File: config.mk
export PLATFORM = sky130hd
export DESIGN_NAME = hcmd_unit
export DESIGN_NICKNAME = d
export VERILOG_FILES = /design/src/rtl/hcmd_pkg.sv /design/src/rtl/hcmd_decode.sv /design/src/rtl/hcmd_busy.sv /design/src/rtl/hcmd_causes.sv /design/src/rtl/hcmd_unit.sv
export SDC_FILE = /design/constraint.sdc
export NUM_CORES = 1
export LEC_CHECK = 0
export BUFFER_PORTS_ARGS = -buffer_cell sky130_fd_sc_hd__buf_2
export CAP_MARGIN = 30
export CORE_MARGIN = 3
export CORE_UTILIZATION = 40
export DETAILED_ROUTE_END_ITERATION = 8
export SKIP_LAST_GASP = 1
export SYNTH_ARGS = -nofsm -noshare
export SYNTH_HDL_FRONTEND = slang
export SYNTH_SLANG_ARGS = --single-unit
export TNS_END_PERCENT = 100
File: constraint.sdc
create_clock -name clk -period 2.1 [get_ports clk]
set_clock_uncertainty 0.15 [all_clocks]
set_input_delay 0.105 -clock clk [delete_from_list [all_inputs] [get_ports clk]]
set_output_delay 0.105 -clock clk [all_outputs]
set_load 0.01 [all_outputs]
File: src/rtl/hcmd_pkg.sv
package hcmd_pkg;
  localparam int OP_W    = 5;
  localparam int ARG_W   = 11;
  localparam int WORD_W  = OP_W + ARG_W;
  localparam int WIN_W   = 3;
  localparam int NCAUSE  = 9;
  localparam int SEL_W   = 8;

  localparam logic [OP_W-1:0] OP_GLOBAL_RST = 5'd0;
  localparam logic [OP_W-1:0] OP_WINDOW     = 5'd1;
  localparam logic [OP_W-1:0] OP_RX_RST     = 5'd5;
  localparam logic [OP_W-1:0] OP_DISCARD    = 5'd8;
  localparam logic [OP_W-1:0] OP_TX_RST     = 5'd11;
  localparam logic [OP_W-1:0] OP_REQ_IRQ    = 5'd12;
  localparam logic [OP_W-1:0] OP_ACK        = 5'd13;
  localparam logic [OP_W-1:0] OP_SET_IEN    = 5'd14;
  localparam logic [OP_W-1:0] OP_SET_IND    = 5'd15;

  localparam int CAUSE_LATCH = 0;
  localparam int CAUSE_REQ   = 6;
  // cause positions that datapath events may set
  localparam logic [NCAUSE-1:0] EV_ALLOW = 9'h1BE;
endpackage

File: src/rtl/hcmd_decode.sv
module hcmd_decode
  import hcmd_pkg::*;
(
  input  logic              clk,
  input  logic              rst_n,
  input  logic              wr_en,
  input  logic [WORD_W-1:0] wr_data,
  output logic              dec_win,
  output logic              dec_ack,
  output logic              dec_req,
  output logic              dec_ien,
  output logic              dec_ind,
  output logic              dec_busy,
  output logic [ARG_W-1:0]  dec_arg,
  output logic              stb_q,
  output logic [OP_W-1:0]   op_q,
  output logic [ARG_W-1:0]  arg_q,
  output logic [SEL_W-1:0]  rsel_q
);
  logic [OP_W-1:0]  op;
  logic             is_rst;
  logic             stb_d;
  logic [OP_W-1:0]  op_d;
  logic [ARG_W-1:0] arg_d;
  logic [SEL_W-1:0] rsel_d;

  always_comb begin
    op       = wr_data[WORD_W-1:ARG_W];
    dec_arg  = wr_data[ARG_W-1:0];
    is_rst   = (op == OP_GLOBAL_RST) || (op == OP_RX_RST) || (op == OP_TX_RST);
    dec_win  = wr_en && (op == OP_WINDOW);
    dec_ack  = wr_en && (op == OP_ACK);
    dec_req  = wr_en && (op == OP_REQ_IRQ);
    dec_ien  = wr_en && (op == OP_SET_IEN);
    dec_ind  = wr_en && (op == OP_SET_IND);
    dec_busy = wr_en && (is_rst || (op == OP_DISCARD));
    stb_d    = wr_en;
    op_d     = wr_en ? op : op_q;
    arg_d    = wr_en ? dec_arg : arg_q;
    rsel_d   = (wr_en && is_rst) ? dec_arg[SEL_W-1:0] : '0;
  end

  always_ff @(posedge clk or negedge rst_n) begin
    if (!rst_n) begin
      stb_q  <= 1'b0;
      op_q   <= '0;
      arg_q  <= '0;
      rsel_q <= '0;
    end else begin
      stb_q  <= stb_d;
      op_q   <= op_d;
      arg_q  <= arg_d;
      rsel_q <= rsel_d;
    end
  end

  p_stb_follows_r2: assert property (@(posedge clk) disable iff (!rst_n)
    wr_en |=> stb_q);
  p_stb_single_r2: assert property (@(posedge clk) disable iff (!rst_n)
    !wr_en |=> !stb_q);
  p_rsel_only_on_stb_r4: assert property (@(posedge clk) disable iff (!rst_n)
    !stb_q |-> (rsel_q == '0));
endmodule

File: src/rtl/hcmd_busy.sv
module hcmd_busy #(
  parameter int BUSY_CYC = 16
) (
  input  logic clk,
  input  logic rst_n,
  input  logic start,
  output logic busy
);
  localparam int CNT_W = $clog2(BUSY_CYC + 1);
  localparam logic [CNT_W-1:0] CNT_LOAD = CNT_W'(BUSY_CYC);

  logic [CNT_W-1:0] cnt_q;
  logic [CNT_W-1:0] cnt_d;
  logic             cnt_en;

  always_comb begin
    cnt_en = start || (cnt_q != '0);
    cnt_d  = start ? CNT_LOAD : (cnt_q - 1'b1);
    busy   = (cnt_q != '0);
  end

  always_ff @(posedge clk or negedge rst_n) begin
    if (!rst_n)      cnt_q <= '0;
    else if (cnt_en) cnt_q <= cnt_d;
  end

  p_busy_start_r5: assert property (@(posedge clk) disable iff (!rst_n)
    start |=> busy);
  p_busy_bound_r5: assert property (@(posedge clk) disable iff (!rst_n)
    cnt_q <= CNT_LOAD);
endmodule

File: src/rtl/hcmd_causes.sv
module hcmd_causes
  import hcmd_pkg::*;
(
  input  logic              clk,
  input  logic              rst_n,
  input  logic [NCAUSE-1:0] ev,
  input  logic              req,
  input  logic              ack,
  input  logic              ien_ld,
  input  logic              ind_ld,
  input  logic [NCAUSE-1:0] mask_in,
  output logic [NCAUSE-1:0] cause_q,
  output logic [NCAUSE-1:0] ien_q,
  output logic [NCAUSE-1:0] ind_q
);
  logic [NCAUSE-1:0] raw_set;
  logic [NCAUSE-1:0] set_vec;
  logic [NCAUSE-1:0] clr_vec;
  logic [NCAUSE-1:0] cause_d;
  logic              latch_set;

  always_comb begin
    raw_set = ev & EV_ALLOW;
    raw_set[CAUSE_REQ] = req;
    latch_set = |(raw_set & ien_q & ~(NCAUSE'(1) << CAUSE_LATCH));
    set_vec = raw_set;
    set_vec[CAUSE_LATCH] = latch_set;
    clr_vec = ack ? mask_in : '0;
  end

  for (genvar i = 0; i < NCAUSE; i++) begin : g_bit
    always_comb cause_d[i] = set_vec[i] | (cause_q[i] & ~clr_vec[i]);
    always_ff @(posedge clk or negedge rst_n) begin
      if (!rst_n) cause_q[i] <= 1'b0;
      else        cause_q[i] <= cause_d[i];
    end
  end

  always_ff @(posedge clk or negedge rst_n) begin
    if (!rst_n) begin
      ien_q <= '0;
      ind_q <= '0;
    end else begin
      if (ien_ld) ien_q <= mask_in;
      if (ind_ld) ind_q <= mask_in;
    end
  end

  p_event_sets_r6: assert property (@(posedge clk) disable iff (!rst_n)
    (|set_vec) |=> ((cause_q & $past(set_vec)) == $past(set_vec)));
  p_event_beats_ack_r8: assert property (@(posedge clk) disable iff (!rst_n)
    (ack && |(mask_in & set_vec)) |=> ((cause_q & $past(mask_in & set_vec)) != '0));
  p_ack_clears_r8: assert property (@(posedge clk) disable iff (!rst_n)
    ack |=> ((cause_q & $past(mask_in & ~set_vec)) == '0));
endmodule

File: src/rtl/hcmd_unit.sv
module hcmd_unit
  import hcmd_pkg::*;
#(
  parameter int BUSY_CYC = 16
) (
  input  logic              clk,
  input  logic              rst_n,
  input  logic              host_wr,
  input  logic [15:0]       host_wdata,
  input  logic [8:0]        ev_cause,
  output logic [15:0]       host_status,
  output logic              irq,
  output logic              cmd_stb,
  output logic [4:0]        cmd_op,
  output logic [10:0]       cmd_arg,
  output logic [7:0]        unit_rst_sel
);
  logic             dec_win, dec_ack, dec_req, dec_ien, dec_ind, dec_busy;
  logic [ARG_W-1:0] dec_arg;
  logic             busy;
  logic [NCAUSE-1:0] cause_q, ien_q, ind_q;
  logic [WIN_W-1:0] win_q;
  logic [WIN_W-1:0] win_d;

  hcmd_decode u_dec (
    .clk(clk), .rst_n(rst_n), .wr_en(host_wr), .wr_data(host_wdata),
    .dec_win(dec_win), .dec_ack(dec_ack), .dec_req(dec_req),
    .dec_ien(dec_ien), .dec_ind(dec_ind), .dec_busy(dec_busy),
    .dec_arg(dec_arg), .stb_q(cmd_stb), .op_q(cmd_op), .arg_q(cmd_arg),
    .rsel_q(unit_rst_sel)
  );

  hcmd_busy #(.BUSY_CYC(BUSY_CYC)) u_busy (
    .clk(clk), .rst_n(rst_n), .start(dec_busy), .busy(busy)
  );

  hcmd_causes u_cause (
    .clk(clk), .rst_n(rst_n), .ev(ev_cause), .req(dec_req), .ack(dec_ack),
    .ien_ld(dec_ien), .ind_ld(dec_ind), .mask_in(dec_arg[NCAUSE-1:0]),
    .cause_q(cause_q), .ien_q(ien_q), .ind_q(ind_q)
  );

  always_comb win_d = dec_arg[WIN_W-1:0];

  always_ff @(posedge clk or negedge rst_n) begin
    if (!rst_n)       win_q <= '0;
    else if (dec_win) win_q <= win_d;
  end

  always_comb begin
    host_status = {win_q, busy, 3'b000, cause_q & ind_q};
    irq = cause_q[CAUSE_LATCH] |
          (|(cause_q & ind_q & ien_q & ~(NCAUSE'(1) << CAUSE_LATCH)));
  end

  p_window_load_r3: assert property (@(posedge clk) disable iff (!rst_n)
    (host_wr && host_wdata[15:11] == OP_WINDOW) |=> (host_status[15:13] == $past(host_wdata[2:0])));
  p_window_hold_r3: assert property (@(posedge clk) disable iff (!rst_n)
    !(host_wr && host_wdata[15:11] == OP_WINDOW) |=> $stable(host_status[15:13]));
  p_zero_field_r9: assert property (@(posedge clk) disable iff (!rst_n)
    host_status[11:9] == 3'b000);
endmodule

==> out/results.tsv, run 1 <==
stage	metric	value	unit
clocking	path_clk_slew	60	ps
die	fp-row-count	28	
setup_path	slowest_delay	560	ps
place	dpl-instance-area	2980	µm²
power_and_ir_drop	power_density	857	nW/µm²
yosys	yosys_warnings	0	
status	status	completed	
timing	max_slew_margin	51.3	%
setup_path	critPathKind	input port to flop	
clocking	cts_made_buffers	9	
routing	drc	0	
power_and_ir_drop	p_sw	0.821	mW
setup_path	required	2170	ps
yosys	yosysSeqAreaShare	57.4	%
power_and_ir_drop	p_int	2.18	mW
finish	area_growth_syn_to_layout	36.2	%
routing	ant_nets	0	
setup_path	critPathArrivalTime	2130	ps
routing	wire_per_inst	15.0	µm
yosys	ys_ff_latch	59	
global_routing	grt_first_pass_wirelength	9340	µm
yosys	synthesis.area	2570	µm²
clocking	root_buffer	clkbuf_8	
global_routing	grt_start_max_net_pins	60	
finish	seqCellArea	1480	µm²
setup_path	cp_slowest_cell	dlygate4sd3_1	
routing	wl_met1	2640	µm
timing	setup_violations	0	
power_and_ir_drop	p_leak	1.61	nW
finish	final_core_util	57.8	%
global_routing	grt.overflow.total	0	
timing	drv_slew	0	
timing	min_period_over_period	98.1	%
power_and_ir_drop	clkPwrFrac	31.8	%
routing	highest_layer	met4	
finish	diodes	0	
die	coreArea	6060	µm²
routing	vias	1957	
routing	drt-initial-drc-count	103	
global_routing	track_usage	16.6	%
setup_path	start_kind	input port	
clocking	clk_path_buf_depth	2	
routing	route.met3.wl	296	µm
setup_path	crit_top_cell	dlygate4sd3_1	
clocking	clock_latency	330	ps
finish	final_area	3500	µm²
place	dpl.hpwl	3970	µm
routing	wl_met2	2890	µm
die	dieWidth	86.2	µm
routing	routed_wl	5910	µm
setup_path	path_cells	dlygate4sd3_1 -> buf_2 -> nand4b_1 -> buf_4 -> o31ai_1 -> nand2b_1 -> dlygate4sd3_1	
clocking	cts_sinks	59	
clocking	cts_tree	yes	
die	pin_count	70	
die	die_area	7430	µm²
power_and_ir_drop	seqPwrFrac	47.1	%
timing	hold_violations	0	
die	start_util	42.4	%
routing	first_pass_iters	6	
setup_path	setup.worst_path.end_class	flop	
die	chipHeight	86.2	µm
timing	whs	33.1	ps
routing	vias_per_cell	4.97	
global_routing	grt_pass1_vias	1940	
yosys	syn_avg_cell_area	12.4	µm²
finish	fillers	524	
global_routing	antenna_found_initial	0	
worst_hold_path	hold_class	input port to flop	
finish	nets	344	
setup_path	cp_max_fo	12	
place	gp_congestion	0.742	
timing	max_slew.worst_pin.slew	731	ps
job	maxCapViolations	0	
power_and_ir_drop	ir_drop	396	µV
power_and_ir_drop	power	3.00	mW
timing	rsz0062_at_grt	no	
clocking	htree_levels	3	
timing	setup_tns	0	ps
finish	drive_gt1_share	38.9	%
finish	multi_input_area	1000	µm²
power_and_ir_drop	p_sw_share	27.4	%
timing	post-route-min-period	2060	ps
place	port_buffers	64	
power_and_ir_drop	combPwrFrac	21.0	%
timing	max_freq	486	MHz
yosys	netlist_instances	207	
yosys	netlist-cell-type-count	39	
clocking	postCtsResizedCells	0	
==> cell usage after synthesis <==
library cell | instances | share of area, %
dfrtp_1 | 59 | 57
mux2_2 | 33 | 14
nand2_1 | 16 | 2.3
and2_1 | 9 | 2.2
o31ai_1 | 9 | 2.6
nand2b_1 | 8 | 1.9
a21oi_1 | 7 | 1.4
nand3_1 | 7 | 1.4
buf_4 | 6 | 1.8
inv_1 | 6 | 0.88
nor2_1 | 5 | 0.73
nor3_1 | 4 | 0.78
a21o_1 | 3 | 0.88
clkbuf_1 | 3 | 0.44
mux2_4 | 3 | 1.8
or3_1 | 3 | 0.73
a211oi_1 | 2 | 0.58
a22oi_1 | 2 | 0.58
xnor2_1 | 2 | 0.68
a2111o_1 | 1 | 0.44
a221o_1 | 1 | 0.39
a221oi_1 | 1 | 0.34
a222oi_1 | 1 | 0.39
a31o_2 | 1 | 0.34
and3_1 | 1 | 0.24
buf_1 | 1 | 0.15
buf_2 | 1 | 0.19
buf_6 | 1 | 0.44
conb_1 | 1 | 0.15
ha_1 | 1 | 0.49
nand4_1 | 1 | 0.24
nand4b_1 | 1 | 0.34
nor2b_1 | 1 | 0.24
nor3_2 | 1 | 0.39
nor4b_1 | 1 | 0.34
o21ba_2 | 1 | 0.39
o21bai_1 | 1 | 0.29
or3_4 | 1 | 0.44
or3b_1 | 1 | 0.34
==> power by group through the flow <==
stage	registers [mW]	clock network, mW	logic, mW
floorplan	1.43	0	0.375
global placement	1.43	0	0.583
detailed placement	1.43	0	0.601
CTS	1.41	0.990	0.645
global route	1.44	1.03	0.695
finish	1.41	0.955	0.631
==> routing by layer <==
layer | GRT usage (%) | up-vias
li1 | - | 947
met1 | 20.7 | 951
met2 | 27.3 | 51
met3 | 3.90 | 8
met4 | 7.65 | 0
met5 | 0 | -
==> through the flow <==
step	setup slack, ps	std cells
floorplan	409	209
global placement	366	344
detailed placement	368	344
CTS	60.2	394
global route	18.6	394
finish	40.9	394
==> cells in the final DEF, fill, tap and decap left out, drive strengths merged <==
master	count
a2111o	1
a211oi	2
a21o	3
a21oi	7
a221o	1
a221oi	1
a222oi	1
a22oi	2
a31o	1
and2	9
and3	1
buf	72
bufinv	1
clkbuf	12
clkinv	2
conb	3
dfrtp	59
dlygate4sd3	35
ha	1
inv	6
mux2	36
nand2	16
nand2b	8
nand3	7
nand4	1
nand4b	1
nor2	5
nor2b	1
nor3	5
nor4b	1
o21ba	1
o21bai	1
o31ai	9
or3	4
or3b	1
xnor2	2
==> path summary, 6_finish.rpt <==
| kind | from | end | slack, ps | cells past startpoint |
|---|---|---|---|---|
| worst max-delay path | host_wdata[15] | u_cause.cause_q[1]$_DFF_PN0_ | 40 | 7 |
| worst min-delay path | host_wr | u_dec.stb_q$_DFF_PN0_ | 30 | 2 |
| worst max register to register | u_busy.cnt_q[0]$_DFFE_PN0P_ | u_busy.cnt_q[1]$_DFFE_PN0P_ | 420 | 5 |
| worst min register to register | u_busy.cnt_q[4]$_DFFE_PN0P_ | u_busy.cnt_q[4]$_DFFE_PN0P_ | 340 | 1 |
| max in group asynchronous | rst_n | u_dec.op_q[3]$_DFFE_PN0P_ | 1020 | 3 |
| min in group asynchronous | rst_n | u_dec.arg_q[7]$_DFFE_PN0P_ | 300 | 3 |
==> layout make-up <==
cell class,instances,share of cell area (%)
Clock inverter,3,1.14
Inverter,6,0.643
Multi-Input combinational cell,132,28.7
Timing Repair Buffer,107,20.9
Clock buffer,12,3.86
Tap cell,75,2.68
Sequential cell,59,42.1
==> registers in the layout, indices dropped and copies added (netlist names) <==
signal and flops:
win_q 3, u_dec.arg_q 11, u_dec.stb_q 1, u_busy.cnt_q 5, u_cause.ien_q 8, u_cause.ind_q 9, u_dec.op_q 5, u_cause.cause_q 9
u_dec.rsel_q 8
==> worst max-delay path: cells and delay by family <==
family	cells	cell delay [ps]
AOI/OAI and AO/OA	1	290
buffers and inverters	4	1440
and+or+nand+nor	2	290
==> what timing repair did <==
action                    4_1_cts  5_1_grt
setup buffers                   0        0
hold endpoints to repair      110        0
hold buffers                   35        0
==> cells by family after synthesis <==
group / Yosys count / synth area share (%)
adder cells (fa/ha/maj): 1 / 0.486
multiplexers: 36 / 16.2
AND/OR/NAND/NOR: 60 / 12.6
buffers and inverters: 18 / 3.84
flip-flops: 59 / 57.4
AO/OA/AOI/OAI: 30 / 8.61
other: 1 / 0.146
XOR/XNOR: 2 / 0.681
(Power assumes the default switching activity.)
==> run 2, diff against run 1 <==
==> constraint.sdc (replaced) <==
create_clock -name clk -period 2.1 [get_ports clk]
set_clock_uncertainty 0.15 [all_clocks]
set_input_delay 0.105 -clock clk [delete_from_list [all_inputs] [get_ports clk]]
set_output_delay 0.105 -clock clk [all_outputs]
set_load 0.1 [all_outputs]
==> run 2 against run 1 <==
Critical endpoint is now irq. Sequential share of layout area decreased by 0.71 points. Wire length increased by 1.9%. Via count increased by 1.5%. Critical path type is now flop to primary output. Final area increased by 1.7%. Sequential power about the same.
==> out/results.tsv, run 2 (synthesis gave the netlist of run 1 again) <==
stage	metric	value	unit	change
place	place_ws	140	ps	was 368 ps
routing	route.met3.wl	277	µm	was 296 µm
place	gp_congestion	0.759		was 0.742
finish	final_area	3560	µm²	was 3500 µm²
finish	fillers	518		was 524
finish	largest_reg_flops	11		unchanged
routing	vias_per_cell	5.07		was 4.97
timing	rsz0062_at_grt	yes		was no
global_routing	grt_first_pass_wirelength	9830	µm	was 9340 µm
timing	fin_ws	49.9	ps	was 40.9 ps
finish	drive_gt1_share	42.0	%	was 38.9%
die	chipHeight	86.2	µm	unchanged
global_routing	grt_pass1_vias	2004		was 1940
setup_path	critPathKind	flop to primary output		was input port to flop
timing	setup_tns	0	ps	unchanged
die	pin_count	70		unchanged
setup_path	crit_family	compound AO/OA/AOI/OAI gates		was buffers and inverters
power_and_ir_drop	power_density	1040	nW/µm²	was 857 nW/µm²
power_and_ir_drop	power	3.72	mW	was 3.00 mW
clocking	clk_path_buf_depth	2		unchanged
place	dpl-instance-area	2990	µm²	was 2980 µm²
die	dieWidth	86.2	µm	unchanged
timing	post-route-min-period	2050	ps	was 2060 ps
setup_path	slowest_delay	380	ps	was 560 ps
routing	drt-initial-drc-count	77		was 103
clocking	cts_made_buffers	9		unchanged
routing	wire_per_inst	15.4	µm	was 15.0 µm
finish	final_core_util	58.8	%	was 57.8%
power_and_ir_drop	ir_drop	633	µV	was 396 µV
timing	whs	37.8	ps	was 33.1 ps
die	die_area	7430	µm²	unchanged
setup_path	crit_path_start	u_cause.cause_q[6]$_DFF_PN0_		was host_wdata[15]
place	port_buffers	64		unchanged
clocking	cts_tree	yes		unchanged
setup_path	cp_slowest_cell	a2111o_2		was dlygate4sd3_1
routing	first_pass_iters	4		was 6
setup_path	start_kind	flop		was input port
global_routing	grt_start_max_net_pins	60		unchanged
routing	highest_layer	met4		unchanged
job	maxCapViolations	0		unchanged
routing	vias	1987		was 1957
global_routing	track_usage	17.5	%	was 16.6%
status	status	completed		unchanged
finish	final_common_cell	buf_2		unchanged
routing	wl_met1	2720	µm	was 2640 µm
finish	final_cells	392		was 394
timing	hold_violations	0		unchanged
global_routing	antenna_found_initial	0		unchanged
timing	drv_slew	0		unchanged
finish	reg_top3	u_dec.arg_q (11), u_cause.cause_q (9), u_cause.ind_q (9)		unchanged
timing	min_period_over_period	97.6	%	was 98.1%
clocking	root_buffer	clkbuf_8		unchanged
place	dp.cells	344		unchanged
die	coreArea	6060	µm²	unchanged
timing	setup_violations	0		unchanged
die	start_util	42.4	%	unchanged
place	dpl.hpwl	4070	µm	was 3970 µm
setup_path	reg2reg_from	u_busy.cnt_q[0]$_DFFE_PN0P_		unchanged
setup_path	path_cells	and2_2 -> a221o_1 -> a2111o_2 -> buf_12		was dlygate4sd3_1 -> buf_2 -> nand4b_1 -> buf_4 -> o31ai_1 -> nand2b_1 -> dlygate4sd3_1
clocking	path_clk_slew	70	ps	was 60 ps
timing	max_freq	488	MHz	was 486 MHz
setup_path	setup.worst_path.end_class	primary output		was flop
routing	routed_wl	6020	µm	was 5910 µm
finish	diodes	0		unchanged
finish	final_cell_mix	63 x buf_2, 59 x dfrtp_1, 33 x mux2_2, 33 x dlygate4sd3_1, 16 x nand2_1		was 64 x buf_2, 59 x dfrtp_1, 35 x dlygate4sd3_1
setup_path	cp_num_buf_inv	1		was 4
clocking	htree_levels	3		unchanged
die	fp-row-count	28		unchanged
finish	area_growth_syn_to_layout	38.5	%	was 36.2%
worst_hold_path	hold_class	input port to flop		unchanged
worst_hold_path	worstHoldStart	host_wr		unchanged
setup_path	required	1850	ps	was 2170 ps
finish	nets	343		was 344
finish	largest-register	u_dec.arg_q		unchanged
routing	drc	0		unchanged
global_routing	grt.overflow.total	0		unchanged
power_and_ir_drop	p_leak	1.64	nW	was 1.61 nW
routing	ant_nets	0		unchanged
setup_path	critPathArrivalTime	1800	ps	was 2130 ps
setup_path	cp_max_fo	2		was 12
clocking	clock_latency	310	ps	was 330 ps
routing	wl_met2	2910	µm	was 2890 µm
clocking	cts_sinks	59		unchanged
==> run 2: cell types whose count changed in the layout (fill, tap and decap cells not counted), moves of 2 or more <==
cell / before / now
o31ai_1: 9 / 7
clkbuf_8: 9 / 12
and2_1: 9 / 7
clkbuf_1: 3 / 0
dlygate4sd3_1: 35 / 33
and2_2: 0 / 2
buf_12: 0 / 2
o31ai_2: 0 / 2
==> run 2: final timing paths <==
check / end / slack, ps / cells past startpoint
setup / recovery: irq / 50 / 4
hold / removal: u_dec.stb_q$_DFF_PN0_ / 40 / 2
setup reg to reg: u_busy.cnt_q[1]$_DFFE_PN0P_ / 540 / 5
hold reg to reg: u_cause.ind_q[6]$_DFFE_PN0P_ / 350 / 1
max in group asynchronous: u_dec.op_q[2]$_DFFE_PN0P_ / 1370 / 3
min in group asynchronous: u_cause.ind_q[7]$_DFFE_PN0P_ / 160 / 3
==> run 2: repair_timing <==
item,4_1_cts,5_1_grt
resized for setup,4,3
buffers inserted,1,0
hold buffers,33,0
pin swaps,2,0
endpoints found under the hold margin,109,0
setup endpoints to repair,1,4
==> run 2: routing by layer <==
metal,GRT usage (%),vias to the layer above
met1,22.3,991
met4,9.07,0
met5,0,-
li1,-,939
met3,3.71,7
met2,28.1,50
==> run 2: worst reg2reg max path, cell delays in order, from the launching register on <==
cell,delay [ps]
dfrtp_1,400
inv_1,80
ha_1,200
nor4b_2,250
inv_1,130
a211oi_1,260
==> run 2: cell type report <==
class	instances	area, µm²	area share [%]
clock inverter	2	35.0	0.983
sequential	59	1480	41.4
clock buffer	12	165	4.63
timing repair buffer	106	746	20.9
inverter	6	22.5	0.632
multi-input combinational	132	1020	28.8
tap	75	93.8	2.63
==> run 2: where the power goes <==
group / leakage [nW] / internal, mW / switching, mW
sequential: 0.708 / 1.30 / 0.112
clock: 0.104 / 0.630 / 0.407
combinational: 0.830 / 0.350 / 0.913
==> run 3, diff against run 2 <==
--- a/config.mk
+++ b/config.mk
@@ -10,8 +10,10 @@
 export CORE_MARGIN = 3
 export CORE_UTILIZATION = 40
 export DETAILED_ROUTE_END_ITERATION = 8
+export HOLD_SLACK_MARGIN = 0.06
 export SKIP_LAST_GASP = 1
 export SYNTH_ARGS = -nofsm -noshare
 export SYNTH_HDL_FRONTEND = slang
+export SYNTH_HIERARCHICAL = 1
 export SYNTH_SLANG_ARGS = --single-unit
 export TNS_END_PERCENT = 100
==> run 3 against run 2 <==
Largest power group unchanged. First-iteration DRC count is 13% lower. Hold slack better by 88 ps. Total power down 4.7%. Global-route usage is 0.62 points higher.
==> out/results.tsv, run 3 <==
stage	metric	value	unit	change
setup_path	critPathKind	flop to primary output		unchanged
timing	min_period_over_period	95.5	%	was 97.6%
timing	post-route-min-period	2010	ps	was 2050 ps
setup_path	cp_slowest_cell	dfrtp_1		was a2111o_2
clocking	path_clk_slew	60	ps	was 70 ps
power_and_ir_drop	clkPwrFrac	25.1	%	was 27.9%
routing	wire_per_inst	15.1	µm	was 15.4 µm
setup_path	r2r-end	u_busy/cnt_q[0]$_DFFE_PN0P_		was u_busy.cnt_q[1]$_DFFE_PN0P_
die	coreArea	6100	µm²	was 6060 µm²
finish	multi_input_area	923	µm²	was 1020 µm²
routing	vias_per_cell	4.89		was 5.07
timing	drv_slew	0		unchanged
yosys	netlist_instances	218		was 207
setup_path	setup.worst_path.end_class	primary output		unchanged
global_routing	grt_use_met2	28.3	%	was 28.1%
timing	rsz0062_at_grt	no		was yes
finish	seqCellArea	1480	µm²	unchanged
finish	final_area	3470	µm²	was 3560 µm²
timing	max_slew.worst_pin.slew	715	ps	
setup_path	slowest_delay	370	ps	was 380 ps
setup_path	path_cells	and2_4 -> a221o_1 -> a2111o_2 -> buf_12		was and2_2 -> a221o_1 -> a2111o_2 -> buf_12
clocking	cts_tree	yes		unchanged
setup_path	crit_family	compound AO/OA/AOI/OAI gates		unchanged
place	port_buffers	64		unchanged
finish	final_cells	393		was 392
place	gp_congestion	0.788		was 0.759
die	dieWidth	86.7	µm	was 86.2 µm
power_and_ir_drop	p_int	2.14	mW	was 2.29 mW
global_routing	grt_use_met1	23.3	%	was 22.3%
finish	diodes	0		unchanged
global_routing	track_usage	18.1	%	was 17.5%
setup_path	cp_max_fo	2		unchanged
setup_path	reg2reg_depth	6		was 5
finish	final_common_cell	buf_2		unchanged
place	dpl.hpwl	4180	µm	was 4070 µm
worst_hold_path	hold_class	input port to flop		unchanged
routing	routed_wl	5920	µm	was 6020 µm
clocking	root_buffer	clkbuf_8		unchanged
die	pin_count	70		unchanged
finish	area_growth_syn_to_layout	33.3	%	was 38.5%
power_and_ir_drop	p_sw	1.40	mW	was 1.43 mW
global_routing	grt.overflow.total	0		unchanged
setup_path	required	1850	ps	about the same
power_and_ir_drop	p_leak	1.62	nW	was 1.64 nW
clocking	clk_path_buf_depth	2		unchanged
power_and_ir_drop	p_sw_share	39.6	%	was 38.5%
setup_path	reg2reg_from	u_busy/cnt_q[0]$_DFFE_PN0P_		was u_busy.cnt_q[0]$_DFFE_PN0P_
finish	largest_reg_flops	11		unchanged
finish	reg_top3	u_dec/arg_q (11), u_cause/cause_q (9), u_cause/ind_q (9)		was u_dec.arg_q (11), u_cause.cause_q (9), u_cause.ind_q (9)
routing	drc	0		unchanged
routing	drt-initial-drc-count	67		was 77
timing	setup_tns	0	ps	unchanged
global_routing	met3_usage	6.46	%	was 3.71%
power_and_ir_drop	seqPwrFrac	39.7	%	was 38.1%
setup_path	critPathArrivalTime	1750	ps	was 1800 ps
timing	max_slew_margin	52.4	%	
global_routing	grt_pass1_vias	2043		was 2004
clocking	cts_made_buffers	9		unchanged
place	dp.cells	343		was 344
power_and_ir_drop	ir_drop	752	µV	was 633 µV
setup_path	endpoint	irq		unchanged
timing	hold_violations	0		unchanged
yosys	synthesis.area	2600	µm²	was 2570 µm²
global_routing	grt_start_max_net_pins	32		was 60
finish	fillers	561		was 518
clocking	cts_sinks	59		unchanged
finish	final_cell_mix	62 x buf_2, 59 x dfrtp_1, 32 x dlygate4sd3_1		was 63 x buf_2, 59 x dfrtp_1, 33 x mux2_2, 33 x dlygate4sd3_1, 16 x nand2_1
die	start_util	42.7	%	was 42.4%
timing	setup_violations	0		unchanged
global_routing	busiest_layer	met2		unchanged
yosys	syn_avg_cell_area	11.9	µm²	was 12.4 µm²
finish	drive_gt1_share	36.2	%	was 42.0%
setup_path	r2r_slack	310	ps	was 540 ps
die	chipHeight	86.7	µm	was 86.2 µm
job	maxCapViolations	0		unchanged
setup_path	cp_num_buf_inv	1		unchanged
timing	max_freq	499	MHz	was 488 MHz
global_routing	antenna_found_initial	0		unchanged
status	status	completed		unchanged
global_routing	grt_first_pass_wirelength	10100	µm	was 9830 µm
yosys	yosys_warnings	6		was 0
setup_path	crit_path_start	u_cause/cause_q[5]$_DFF_PN0_		was u_cause.cause_q[6]$_DFF_PN0_
die	die_area	7520	µm²	was 7430 µm²
clocking	htree_levels	3		unchanged
place	dpl-instance-area	2940	µm²	was 2990 µm²
finish	largest-register	u_dec/arg_q		was u_dec.arg_q
die	fp-row-count	28		unchanged
routing	first_pass_iters	4		unchanged
routing	vias	1922		was 1987
routing	ant_nets	0		unchanged
setup_path	worst-path-stages	4		unchanged
setup_path	start_kind	flop		unchanged
finish	nets	342		was 343
power_and_ir_drop	power_density	1020	nW/µm²	was 1040 nW/µm²
power_and_ir_drop	combPwrFrac	35.2	%	was 34.0%
clocking	clock_latency	330	ps	was 310 ps
run 3: layer usage:
layer,wire (µm),part of all wire [%]
met1,2670,45
met2,2840,48
met3,310,5.2
met4,93,1.6
met5,0,0
run 3: area by class of cell:
cell class,instances,share of cell area [%]
sequential,59,42.5
clock buffer,14,4.68
timing repair buffer,107,21.8
inverter,13,1.41
multi-input combinational,123,26.6
tap,75,2.70
clock inverter,2,0.288
run 3: worst min-delay path: cells and delay by family:
kind | cells | cell delay, ps
simple gates | 1 | 80
buf+inv | 2 | 280
compound gates | 1 | 90
run 3: worst min-delay path by stage:
stage,start,endpoint,slack (ps),depth (start not counted)
after floorplan,rst_n,u_busy/cnt_q[0]$_DFFE_PN0P_,-340,0
after global placement,rst_n,u_dec/arg_q[10]$_DFFE_PN0P_,40,1
after detailed placement,rst_n,u_dec/arg_q[10]$_DFFE_PN0P_,50,1
after CTS,host_wdata[14],u_dec/rsel_q[3]$_DFF_PN0_,110,4
after global routing,host_wdata[14],u_dec/rsel_q[2]$_DFF_PN0_,120,4
final,host_wdata[14],u_dec/rsel_q[3]$_DFF_PN0_,130,4
run 3: per-stage QoR:
| stage | hold slack [ps] | setup WS [ps] | power, mW | utilization [%] |
|---|---|---|---|---|
| final | 126 | 94.2 | 3.54 | 57.0 |
| after global routing | 123 | 20.6 | 3.75 | 57.0 |
| after global placement | 37.4 | 268 | 2.60 | 48.2 |
| after detailed placement | 46.8 | 252 | 2.62 | 48.2 |
| after floorplan | -341 | 89.0 | 2.43 | - |
| after CTS | 106 | -29.2 | 3.57 | 56.4 |
run 3: timing repair:
action,CTS,global route
cloned,0,0
gates resized for setup,3,4
hold endpoints to repair,84,0
setup buffers,0,2
setup endpoints to repair,2,9
hold buffers,32,0
pin swaps,0,1
run 3: power by group through the flow:
stage	clock [mW]	sequential, mW	combinational [mW]
floorplan	0	1.73	0.699
detailed placement	0	1.43	1.19
finish	0.889	1.40	1.25
CTS	0.923	1.41	1.24
global placement	0	1.42	1.18
global route	0.995	1.43	1.33
